`src/rtl/muon_bx_assigner.sv`:
```
module muon_bx_assigner #(
  parameter int N_ST     = 4,
  parameter int BXW      = 8,
  parameter int WIN      = 3,
  parameter int ORDER    = 2,
  parameter int MIN_HITS = 3
) (
  input  logic                clk,
  input  logic                rst,
  input  logic [N_ST-1:0]     seg_vld,
  input  logic [N_ST*BXW-1:0] seg_bx,
  output logic                trk_vld,
  output logic [BXW-1:0]      trk_bx,
  output logic [N_ST-1:0]     trk_mask
);

  localparam int PW = $clog2(WIN + 1);
  localparam int CW = $clog2(N_ST + 1);

  function automatic logic [CW-1:0] popc(input logic [N_ST-1:0] m);
    logic [CW-1:0] s;
    s = '0;
    for (int i = 0; i < N_ST; i++) s = s + CW'(m[i]);
    return s;
  endfunction

  logic            win_open, dec_pend;
  logic [PW-1:0]   pos;
  logic [N_ST-1:0] acc_mask;
  logic [BXW-1:0]  acc_bx;

  logic [N_ST-1:0] base_mask, fresh, nxt_mask;
  logic [BXW-1:0]  fresh_bx, nxt_bx;
  logic            crossed, last, accept;

  assign base_mask = win_open ? acc_mask : '0;
  assign fresh     = seg_vld & ~base_mask;
  assign nxt_mask  = base_mask | fresh;
  assign crossed   = (popc(base_mask) < CW'(ORDER)) && (popc(nxt_mask) >= CW'(ORDER));
  assign nxt_bx    = crossed ? fresh_bx : (win_open ? acc_bx : '0);
  assign last      = win_open && (pos == PW'(WIN - 1));
  assign accept    = dec_pend && (popc(acc_mask) >= CW'(MIN_HITS));

  always_comb begin
    fresh_bx = '0;
    for (int i = N_ST - 1; i >= 0; i--)
      if (fresh[i]) fresh_bx = seg_bx[i*BXW +: BXW];
  end

  always_ff @(posedge clk) begin
    if (rst) begin
      win_open <= 1'b0;
      dec_pend <= 1'b0;
      pos      <= '0;
      acc_mask <= '0;
      acc_bx   <= '0;
      trk_vld  <= 1'b0;
      trk_bx   <= '0;
      trk_mask <= '0;
    end else begin
      trk_vld  <= accept;
      trk_bx   <= accept ? acc_bx : '0;
      trk_mask <= accept ? acc_mask : '0;
      if (win_open || (|seg_vld)) begin
        acc_mask <= nxt_mask;
        acc_bx   <= nxt_bx;
      end
      if (!win_open) begin
        dec_pend <= 1'b0;
        if (|seg_vld) begin
          win_open <= 1'b1;
          pos      <= PW'(1);
        end
      end else begin
        pos      <= pos + PW'(1);
        dec_pend <= last;
        if (last) win_open <= 1'b0;
      end
    end
  end

  a_r4_enough_hits: assert property (@(posedge clk) disable iff (rst)
    trk_vld |-> ($countones(trk_mask) >= MIN_HITS));

  a_r6_single_pulse: assert property (@(posedge clk) disable iff (rst)
    trk_vld |=> !trk_vld);

  a_r6_quiet_outputs: assert property (@(posedge clk) disable iff (rst)
    !trk_vld |-> (trk_bx == '0 && trk_mask == '0));

  a_r6_close_at_end: assert property (@(posedge clk) disable iff (rst)
    (win_open && pos == PW'(WIN - 1)) |=> (!win_open && dec_pend));

  a_r8_reset_clears: assert property (@(posedge clk)
    rst |=> (!trk_vld && !win_open && !dec_pend));

endmodule

```
`config.mk`:
```
export PLATFORM = sky130hd
export DESIGN_NAME = muon_bx_assigner
export DESIGN_NICKNAME = d
export VERILOG_FILES = /design/src/rtl/muon_bx_assigner.sv
export SDC_FILE = /design/constraint.sdc
export NUM_CORES = 1
export LEC_CHECK = 0
export BUFFER_PORTS_ARGS = -buffer_cell sky130_fd_sc_hd__buf_2
export CORE_MARGIN = 1.5
export CORE_UTILIZATION = 25
export DETAILED_ROUTE_END_ITERATION = 10
export SLEW_MARGIN = 25
export SYNTH_ARGS = -nofsm -noshare
export SYNTH_HDL_FRONTEND = slang
export SYNTH_SLANG_ARGS = --single-unit
```
`constraint.sdc`:
```
create_clock -name clk -period 2.39 [get_ports clk]
set_input_delay 0.239 -clock clk [delete_from_list [all_inputs] [get_ports clk]]
set_output_delay 0.239 -clock clk [all_outputs]
set_load 0.02 [all_outputs]
```
==> results.cfg <==
[layout]
num-nets-final = 263
diodes = 0
final_cells = 292
syn_to_final_growth_pct = 36.07
drive_gt1_share_pct = 34.55
final.fill_count = 574

[synth]
ys_dominant_reg_cell = dfxtp_1
synth_area_leaders = dfxtp_1 (41%), and2_1 (5.8%), a221oi_1 (5.0%)
ys_seq_elements = 29
netlist_area_um2 = 1401
synth_warnings = 0
netlist_instances = 159
synth_top_area_share_pct = 41.43
yosys.cell_types.count = 30
synth_most_common_cell = dfxtp_1
synth-edff-count = 0
syn_area_per_cell_um2 = 8.813
ys_seq_area_share_pct = 41.43
yosysTopAreaCell = dfxtp_1
synthArstFlopShare_pct = 0
synth_nets = 203
ys_top_cells_by_count = dfxtp_1 (29), inv_1 (17), nor2_1 (17)

[floorplan]
coreArea_um2 = 5473
floorplan.rows = 27
io_pins = 51
start_util_pct = 25.61
die-width_um = 77.87
dieArea_um2 = 6064
die_height_um = 77.87

[detailed_routing]
drtIter0Drc = 79
ant_nets = 0
finalWirelength_mm = 3.999
vias = 1370
viasPerCell = 4.692
drt_pre_antenna_iters = 5
post_drt_wl_per_cell_um = 13.70
drc = 0

[sta]
setup_tns_ps = 0
slew_headroom_pct = 58.26
slew_violations = 0
clock_skew_ps = 7.984
fin_crit_sh_pct = 96.00
worstMarginPinSlew_ps = 626.1
finalHoldViolCount = 0
fmax_mhz = 435.8
setup_viol = 0
fin_crit_ps = 2294
rsz0062_at_grt = false

[clock_network]
clk_pin_slew_worst_paths_ps = 70
cts-hold-fix-buffers = 0
cts_buffers = 5
clkSinkCount = 29
cts_tree = built
cts_setup_buffers = 0
insertion_delay_ps = 280
cts-resized-gates = 0
cts_root_buf = clkbuf_8
clock_path_buffers = 2
h-tree-depth = 2

[worst_setup_path]
r2r_start = win_open
crit_arrival_ps = 2480
crit_start = win_open
cp-end-kind = register
critPathLaunchType = register
worstSetupPathType = reg2reg
required_ps = 2580
cp_max_fo = 8

[global_route]
antenna_found_initial = 0
grt_pass1_vias = 1357
grt_usage_pct = 14.31
grt_pass1_wl_mm = 6.658
grt-ovfl-total = 0
grt_start_max_net_pins = 21

[flow_run]
cap_violations = 0

[worst_hold_path]
hold_path.class = in2reg
min_from = seg_vld[3]

[power_and_ir_drop]
leakage_nw = 0.8754
switchingPower_mw = 0.3173
netSwitchingFraction_pct = 26.74
vdd_drop_max_v = 0.0001985
power_density_nw_per_um2 = 622.3
p_seq_share_pct = 44.4
pwr-share-clk_pct = 37.8
intPower_mw = 0.8693
combPwrFrac_pct = 17.8
total_power_mw = 1.187

[placed_design]
place_congestion = 0.8131
dp_cells = 284
hpwl_mm = 3.024
numPortBuffers = 50

[outcome]
status = finished, final reports clean
[flip-flops by register name, summed over array words and instances, names as in the netlist]
register	cells
acc_mask	4
trk_mask	4
pos	2
win_open	1
trk_bx	8
trk_vld	1
dec_pend	1
acc_bx	8
[cells in the final DEF (no fill, tap or decap), types with 2 or more instances in the layout]
master and n:
dfxtp_1 29, nor3b_1 2, nand3_1 2, nor2_1 17
a221oi_1 8, o32ai_1 8, o221ai_1 8, clkbuf_8 7
and2_1 13, a21oi_1 13, inv_1 16, nand2_1 10
nand2b_1 2, buf_4 12, o21ai_0 2, buf_2 50
a21boi_1 2, ha_1 3, fa_1 3
[cell type report]
| class | count | area [um^2] | share of cell area (%) |
|---|---|---|---|
| clock buffer | 7 | 96.34 | 5.052 |
| clock inverter | 1 | 5.005 | 0.2625 |
| tap | 72 | 90.09 | 4.724 |
| timing repair buffer | 62 | 340.3 | 17.85 |
| inverter | 17 | 66.31 | 3.478 |
| sequential | 29 | 580.6 | 30.45 |
| multi-input combinational | 104 | 728.2 | 38.19 |
[metal layers]
layer	GRT usage, %	wire length [um]
met1	17.73	1803
met2	22.87	1876
met3	4.000	231
met4	6.545	88
met5	0	0
[final timing paths]
| check | to | slack (ps) | cells past startpoint |
|---|---|---|---|
| worst max-delay path | acc_bx[7] | 100 | 8 |
| worst min-delay path | acc_mask[3] | 220 | 3 |
| worst max register to register | acc_bx[7] | 100 | 8 |
| worst min register to register | acc_bx[2] | 460 | 2 |
[cell families after synthesis]
family,after synthesis,synth area share (%)
flip-flops,29,41.43
AND/OR/NAND/NOR,49,17.14
buffers and inverters,26,7.232
adder cells (fa/ha/maj),6,6.965
AO/OA/AOI/OAI,49,27.23
[worst max-delay path: stages (launching register included)]
cell     delay [ps]
dfxtp_1         350
inv_4            60
nor2_1           40
or2_2           280
fa_1            540
o21ba_2         160
nand3_1          80
or3_4           380
o32ai_1         300
[metrics by stage]
step	utilization (%)	hold slack [ps]	setup slack, ps	cell area (um^2)
floorplan	-	356.4	9.094	1410
global placement	32.83	438.3	103.6	1797
detailed placement	32.83	443.6	17.60	1797
CTS	34.68	209.3	6.428	1898
global route	34.84	237.4	1.252	1907
finish	34.84	215.5	95.54	1907
[power groups by stage]
stage | clock network [mW] | registers [mW] | logic, mW
2_1_floorplan | 0 | 0.532 | 0.130
3_3_place_gp | 0 | 0.536 | 0.204
3_5_place_dp | 0 | 0.537 | 0.207
4_1_cts | 0.459 | 0.527 | 0.208
5_1_grt | 0.481 | 0.530 | 0.238
6_report | 0.449 | 0.527 | 0.211
No activity file was read; power rests on OpenSTA's default activity.
